==> config.mk <==
export PLATFORM = sky130hd
export DESIGN_NAME = soft_mute_ramp
export DESIGN_NICKNAME = d
export VERILOG_FILES = /design/src/rtl/soft_mute_pkg.sv /design/src/rtl/sm_reset_sync.sv /design/src/rtl/sm_gain_lut.sv /design/src/rtl/sm_ramp_ctrl.sv /design/src/rtl/sm_scaler.sv /design/src/rtl/soft_mute_ramp.sv
export SDC_FILE = /design/constraint.sdc
export NUM_CORES = 2
export LEC_CHECK = 0
export ABC_AREA = 1
export BUFFER_PORTS_ARGS = -buffer_cell sky130_fd_sc_hd__buf_2
export CORE_MARGIN = 4
export CORE_UTILIZATION = 46
export DETAILED_ROUTE_END_ITERATION = 8
export PLACE_DENSITY = 0.6
export SETUP_SLACK_MARGIN = 0.4
export SLEW_MARGIN = 10
export SYNTH_ARGS = -nofsm -noshare
export SYNTH_HDL_FRONTEND = slang
export SYNTH_SLANG_ARGS = --single-unit
export TNS_END_PERCENT = 50
==> constraint.sdc <==
create_clock -name clk -period 1.8 [get_ports clk]
set_input_delay 0.18 -clock clk [delete_from_list [all_inputs] [get_ports clk]]
set_output_delay 0.18 -clock clk [all_outputs]
set_load 0.05 [all_outputs]
==> src/rtl/soft_mute_pkg.sv <==
package soft_mute_pkg;

  typedef enum logic {
    SRC_PIN = 1'b0,
    SRC_REG = 1'b1
  } mute_src_e;

  localparam real SM_PI = 3.14159265358979323846;

endpackage

==> src/rtl/sm_reset_sync.sv <==
module sm_reset_sync (
  input  logic clk,
  input  logic rst_n,
  output logic rst_sync_n
);

  logic [1:0] sync_q;

  always_ff @(posedge clk or negedge rst_n) begin
    if (!rst_n) begin
      sync_q <= 2'b00;
    end else begin
      sync_q <= {sync_q[0], 1'b1};
    end
  end

  assign rst_sync_n = sync_q[1];

endmodule

==> src/rtl/sm_gain_lut.sv <==
module sm_gain_lut #(
  parameter int STEPS_LOG2 = 5,
  parameter int FRAC_W     = 15,
  localparam int STEPS     = 1 << STEPS_LOG2,
  localparam int IDX_W     = STEPS_LOG2 + 1,
  localparam int GAIN_W    = FRAC_W + 1
) (
  input  logic [IDX_W-1:0]  idx,
  output logic [GAIN_W-1:0] gain
);

  // One level of the raised-cosine curve, evaluated at elaboration.
  function automatic logic [GAIN_W-1:0] level_at(input int s);
    real c;
    real v;
    c = $cos(soft_mute_pkg::SM_PI * real'(s) / real'(STEPS));
    v = 0.5 * real'(1 << FRAC_W) * (1.0 + c) + 0.5;
    return GAIN_W'($rtoi(v));
  endfunction

  logic [GAIN_W-1:0] lvl [STEPS+1];

  generate
    for (genvar i = 0; i <= STEPS; i++) begin : g_lvl
      localparam logic [GAIN_W-1:0] LV = level_at(i);
      assign lvl[i] = LV;
    end
  endgenerate

  always_comb begin
    if (int'(idx) <= STEPS) begin
      gain = lvl[idx];
    end else begin
      gain = '0;
    end
  end

endmodule

==> src/rtl/sm_ramp_ctrl.sv <==
module sm_ramp_ctrl #(
  parameter int STEPS_LOG2 = 5,
  parameter int HOLD_LOG2  = 5,
  localparam int STEPS     = 1 << STEPS_LOG2,
  localparam int IDX_W     = STEPS_LOG2 + 1
) (
  input  logic             clk,
  input  logic             rst_n,
  input  logic             smp_valid,
  input  logic             req_mute,
  output logic [IDX_W-1:0] idx,
  output logic             settled
);

  localparam logic [IDX_W-1:0]     IDX_MUTED = IDX_W'(STEPS);
  localparam logic [HOLD_LOG2-1:0] HOLD_MAX  = '1;

  logic [IDX_W-1:0]     idx_q, idx_d;
  logic [HOLD_LOG2-1:0] hold_q, hold_d;
  logic                 at_target;

  assign at_target = req_mute ? (idx_q == IDX_MUTED) : (idx_q == '0);

  always_comb begin
    idx_d  = idx_q;
    hold_d = hold_q;
    if (smp_valid) begin
      if (at_target) begin
        hold_d = '0;
      end else if (hold_q == HOLD_MAX) begin
        hold_d = '0;
        if (req_mute) begin
          idx_d = idx_q + 1'b1;
        end else begin
          idx_d = idx_q - 1'b1;
        end
      end else begin
        hold_d = hold_q + 1'b1;
      end
    end
  end

  always_ff @(posedge clk or negedge rst_n) begin
    if (!rst_n) begin
      idx_q  <= IDX_MUTED;
      hold_q <= '0;
    end else if (smp_valid) begin
      idx_q  <= idx_d;
      hold_q <= hold_d;
    end
  end

  assign idx     = idx_q;
  assign settled = (idx_q == '0) || (idx_q == IDX_MUTED);

endmodule

==> src/rtl/sm_scaler.sv <==
module sm_scaler #(
  parameter int DATA_W   = 24,
  parameter int FRAC_W   = 15,
  localparam int GAIN_W  = FRAC_W + 1,
  localparam int PROD_W  = DATA_W + GAIN_W + 1
) (
  input  logic                     clk,
  input  logic                     rst_n,
  input  logic                     en,
  input  logic signed [DATA_W-1:0] sample,
  input  logic [GAIN_W-1:0]        gain,
  output logic signed [DATA_W-1:0] result
);

  localparam logic signed [PROD_W-1:0] MAXV = (PROD_W'(1) <<< (DATA_W - 1)) - PROD_W'(1);
  localparam logic signed [PROD_W-1:0] MINV = -(PROD_W'(1) <<< (DATA_W - 1));
  localparam logic signed [PROD_W-1:0] HALF = PROD_W'(1) <<< (FRAC_W - 1);

  logic signed [PROD_W-1:0] a_ext, b_ext, prod, rnd, shr;
  logic signed [DATA_W-1:0] sat_d, result_q;

  always_comb begin
    a_ext = PROD_W'(sample);
    b_ext = $signed(PROD_W'({1'b0, gain}));
    prod  = a_ext * b_ext;
    rnd   = prod + HALF;
    shr   = rnd >>> FRAC_W;
    if (shr > MAXV) begin
      sat_d = MAXV[DATA_W-1:0];
    end else if (shr < MINV) begin
      sat_d = MINV[DATA_W-1:0];
    end else begin
      sat_d = shr[DATA_W-1:0];
    end
  end

  always_ff @(posedge clk or negedge rst_n) begin
    if (!rst_n) begin
      result_q <= '0;
    end else if (en) begin
      result_q <= sat_d;
    end
  end

  assign result = result_q;

endmodule

==> src/rtl/soft_mute_ramp.sv <==
module soft_mute_ramp #(
  parameter int DATA_W     = 24,
  parameter int FRAC_W     = 15,
  parameter int STEPS_LOG2 = 5,
  parameter int HOLD_LOG2  = 5,
  localparam int IDX_W     = STEPS_LOG2 + 1,
  localparam int GAIN_W    = FRAC_W + 1,
  localparam int NCH       = 2
) (
  input  logic              clk,
  input  logic              rst_n,
  input  logic              in_valid,
  input  logic [DATA_W-1:0] in_left,
  input  logic [DATA_W-1:0] in_right,
  input  logic              ctl_mode,
  input  logic              mute_pin,
  input  logic              mute_reg,
  output logic              out_valid,
  output logic [DATA_W-1:0] out_left,
  output logic [DATA_W-1:0] out_right,
  output logic              ramp_done
);

  import soft_mute_pkg::*;

  logic              rst_sync_n;
  logic              req_mute;
  logic [IDX_W-1:0]  step_idx;
  logic [GAIN_W-1:0] cur_gain;
  logic              out_valid_q;
  mute_src_e         src;

  logic signed [DATA_W-1:0] ch_in  [NCH];
  logic signed [DATA_W-1:0] ch_out [NCH];

  sm_reset_sync u_rst (
    .clk        (clk),
    .rst_n      (rst_n),
    .rst_sync_n (rst_sync_n)
  );

  assign src = mute_src_e'(ctl_mode);

  always_comb begin
    unique case (src)
      SRC_REG: req_mute = mute_reg;
      default: req_mute = mute_pin;
    endcase
  end

  sm_ramp_ctrl #(
    .STEPS_LOG2 (STEPS_LOG2),
    .HOLD_LOG2  (HOLD_LOG2)
  ) u_ctrl (
    .clk       (clk),
    .rst_n     (rst_sync_n),
    .smp_valid (in_valid),
    .req_mute  (req_mute),
    .idx       (step_idx),
    .settled   (ramp_done)
  );

  sm_gain_lut #(
    .STEPS_LOG2 (STEPS_LOG2),
    .FRAC_W     (FRAC_W)
  ) u_lut (
    .idx  (step_idx),
    .gain (cur_gain)
  );

  assign ch_in[0] = $signed(in_left);
  assign ch_in[1] = $signed(in_right);

  generate
    for (genvar c = 0; c < NCH; c++) begin : g_ch
      sm_scaler #(
        .DATA_W (DATA_W),
        .FRAC_W (FRAC_W)
      ) u_scl (
        .clk    (clk),
        .rst_n  (rst_sync_n),
        .en     (in_valid),
        .sample (ch_in[c]),
        .gain   (cur_gain),
        .result (ch_out[c])
      );
    end
  endgenerate

  always_ff @(posedge clk or negedge rst_sync_n) begin
    if (!rst_sync_n) begin
      out_valid_q <= 1'b0;
    end else begin
      out_valid_q <= in_valid;
    end
  end

  assign out_valid = out_valid_q;
  assign out_left  = ch_out[0];
  assign out_right = ch_out[1];

endmodule

==> impl_metrics.py <==
metrics = {
    "sta": {
        "fmax_ghz": 0.141,
        "hold_viol": 0,
        "worst_slack_ps": -5280,
        "period_minus_slack_ps": 7080,
        "max-slew-margin-rel": 0.555,
        "slew_violations": 0,
        "fin_crit_sh": 3.94,
        "rsz0062_at_grt": "yes",
        "setup_viol": 60,
        "finalClockSkew_ps": 6.16,
        "worst_slew_pin_slew_ps": 668,
    },
    "grt": {
        "grt.overflow.total": 0,
        "grt_util_all_layers": 0.262,
        "grtUsageMet1": 0.327,
        "grt_max_degree": 53,
        "use_met2": 0.462,
        "grt_util_met3": 0.0420,
        "busiest_layer": "met2",
        "grt_pass1_wl_um": 154000,
        "grt_pass1_vias": 29700,
        "antenna_found_initial": 5,
    },
    "clock_tree": {
        "numClockSinks": 62,
        "clkSlewWorstSetupHoldPaths_ps": 60,
        "clk_latency_ps": 390,
        "cts_buffer_depth": 2,
        "htreeDepth": 3,
        "clockRootBuffer": "clkbuf_16",
        "cts_tree": "done",
        "cts_made_buffers": 9,
    },
    "layout": {
        "syn_to_final_growth_pct": 33.2,
        "fin_cells": 5744,
        "area.sequential_mm2": 0.00156,
        "drive_gt1_frac": 0.287,
        "final_common_cell": "inv_1",
        "n_fill_cell": 6124,
        "fin_nets": 5859,
        "multiInputGateArea_mm2": 0.0277,
        "final_cell_mix": "inv_1, fa_1, buf_4, nor2_1, nand2_1",
    },
    "logic_synthesis": {
        "netlist.area_leader.share": 0.469,
        "synth_top_cell_by_area": "fa_1",
        "yosysWarnings": 0,
        "synth.distinct_cells": 49,
        "synth-edff-count": 0,
        "ys.flop_type": "dfrtp_1",
        "avgSynthCellArea_um2": 7.96,
        "yosys-top-cells-area": "fa_1, inv_1, ha_1",
        "ys_seq_elements": 62,
        "syn_nets": 5090,
        "syn_area_mm2": 0.0321,
        "async_reset_ff_frac": 1.00,
        "synthCells": 4033,
        "yosysSeqAreaShare": 0.0483,
    },
    "detailed_routing": {
        "first_pass_iters": 5,
        "wl_per_cell_um": 16.9,
        "route.detailed.drc": 0,
        "vias": 27900,
        "drt_wl_total_um": 96900,
        "drt-initial-drc-count": 1622,
        "ant_nets": 0,
        "viasPerCell": 4.86,
    },
    "placed_design": {
        "placed_cells": 5603,
        "portBuffers": 103,
        "hpwl_um": 83100,
        "place_congestion": 0.935,
    },
    "setup_path": {
        "critPathTopFamily": "adder cells",
        "cp_slowest_cell": "fa_1",
        "cp_num_buf_inv": 11,
        "arrival_ps": 7370,
        "cp-start-kind": "flip-flop",
        "required_ps": 2080,
        "cp_common_cell": "fa_1",
        "cpPeakStageDelay_ps": 530,
        "endpoint_kind": "flip-flop",
        "cp_max_fo": 8,
        "path_class": "reg2reg",
    },
    "status": {
        "violations": "setup timing",
        "status": "finished, violations left",
    },
    "min_path": {
        "hold_class": "in2async",
    },
    "floorplanning": {
        "fp.dieH_um": 272,
        "start_util": 0.466,
        "dieArea_mm2": 0.0741,
        "ios": 104,
        "die_w_um": 272,
        "num_rows": 96,
        "core_area_mm2": 0.0689,
    },
    "job": {
        "drv_cap": 0,
    },
}
-- what timing repair did --
item | 4_1_cts | 5_1_grt
pin swaps | 7 | 126
hold endpoints to repair | 2 | 0
cloned | 5 | 11
buffers inserted | 31 | 71
setup endpoints to repair | 60 | 60
resized for setup | 110 | 352
hold buffers | 1 | 0
-- layer usage --
metal / up-vias / wire [um]
li1: 13200 / -
met2: 744 / 48800
met4: 2 / 4280
met1: 13800 / 38600
met5: - / 13
met3: 191 / 5230
-- per-stage QoR --
stage	utilization	hold WS, ps	TNS, ps	worst slack, ps	cell area, um^2
after detailed placement	0.575	-30.6	-271240	-5530	39700
after global placement	0.575	-33.7	-271140	-5500	39700
final	0.621	111	-256700	-5280	42800
after CTS	0.590	108	-258220	-5280	40700
after floorplan	-	-116	-233620	-4790	33100
after global routing	0.620	134	-273290	-5590	42800
-- worst register-to-register path, delay by kind of cell (launching register included) --
family,cells,cell delay (ps)
AND/OR/NAND/NOR,13,1140
adder cells (fa/ha/maj),8,3440
AO/OA/AOI/OAI,6,800
buffers and inverters,11,1130
flip-flops,1,460
-- synthesized netlist by cell type, types with 5 or more instances --
library cell,count
inv_1,1103
a21o_1,14
a21oi_2,25
nor2_1,719
nand3_1,65
buf_1,30
clkbuf_1,90
a21oi_1,139
a31oi_1,7
nand2_2,10
ha_1,250
nand3b_1,8
nand2_1,502
xor2_1,40
nand4_1,6
dfrtp_1,61
buf_2,5
xnor2_1,16
nor3_1,17
buf_6,7
o211ai_1,6
inv_2,6
nor4_1,6
o21ai_0,87
clkinv_1,12
fa_1,753
-- layout make-up --
| type | instances | area share |
|---|---|---|
| Inverter | 1121 | 0.101 |
| Clock inverter | 7 | 0.00284 |
| Timing Repair Buffer | 892 | 0.179 |
| Timing Repair inverter | 1 | 0.000380 |
| Clock buffer | 9 | 0.00526 |
| Sequential cell | 62 | 0.0364 |
| Antenna cell | 6 | 0.000351 |
| Multi-Input combinational cell | 2715 | 0.648 |
| Tap cell | 931 | 0.0272 |
-- cells by family (layout without fill, tap and decap cells) --
kind of cell | count (synthesis) | count (layout) | synth area share
compound gates | 306 | 306 | 0.0551
xor+xnor | 56 | 56 | 0.0153
fa+ha+maj | 1003 | 1003 | 0.567
buf+inv | 1256 | 2030 | 0.149
flops | 62 | 62 | 0.0483
other cells | 1 | 7 | 0.000117
simple gates | 1349 | 1349 | 0.166
-- worst paths after layout --
| kind | from | endpoint | slack, ps | cells after the start |
|---|---|---|---|---|
| min | rst_n | u_rst.sync_q[0] | 110 | 2 |
| max | u_ctrl.idx[1] | g_ch[1].u_scl.result[9] | -5280 | 38 |
| min reg2reg | u_rst.sync_q[1] | g_ch[0].u_scl.result[5] | 300 | 0 |
| max reg2reg | u_ctrl.idx[1] | g_ch[1].u_scl.result[9] | -5280 | 38 |
| min in group clk | in_valid | out_valid | 320 | 2 |
| max in group asynchronous | u_rst.sync_q[1] | g_ch[1].u_scl.result[7] | 940 | 1 |
-- registers in the layout, indices dropped and copies added (netlist names) --
| signal | count |
|---|---|
| u_ctrl.idx | 6 |
| u_rst.sync_q | 2 |
| u_ctrl.hold_q | 5 |
| g_ch.u_scl.result | 48 |
| out_valid | 1 |
Power is left out: the tool's default activity adds up to more than one toggle a clock period on the data nets, which glitch-free logic cannot reach.
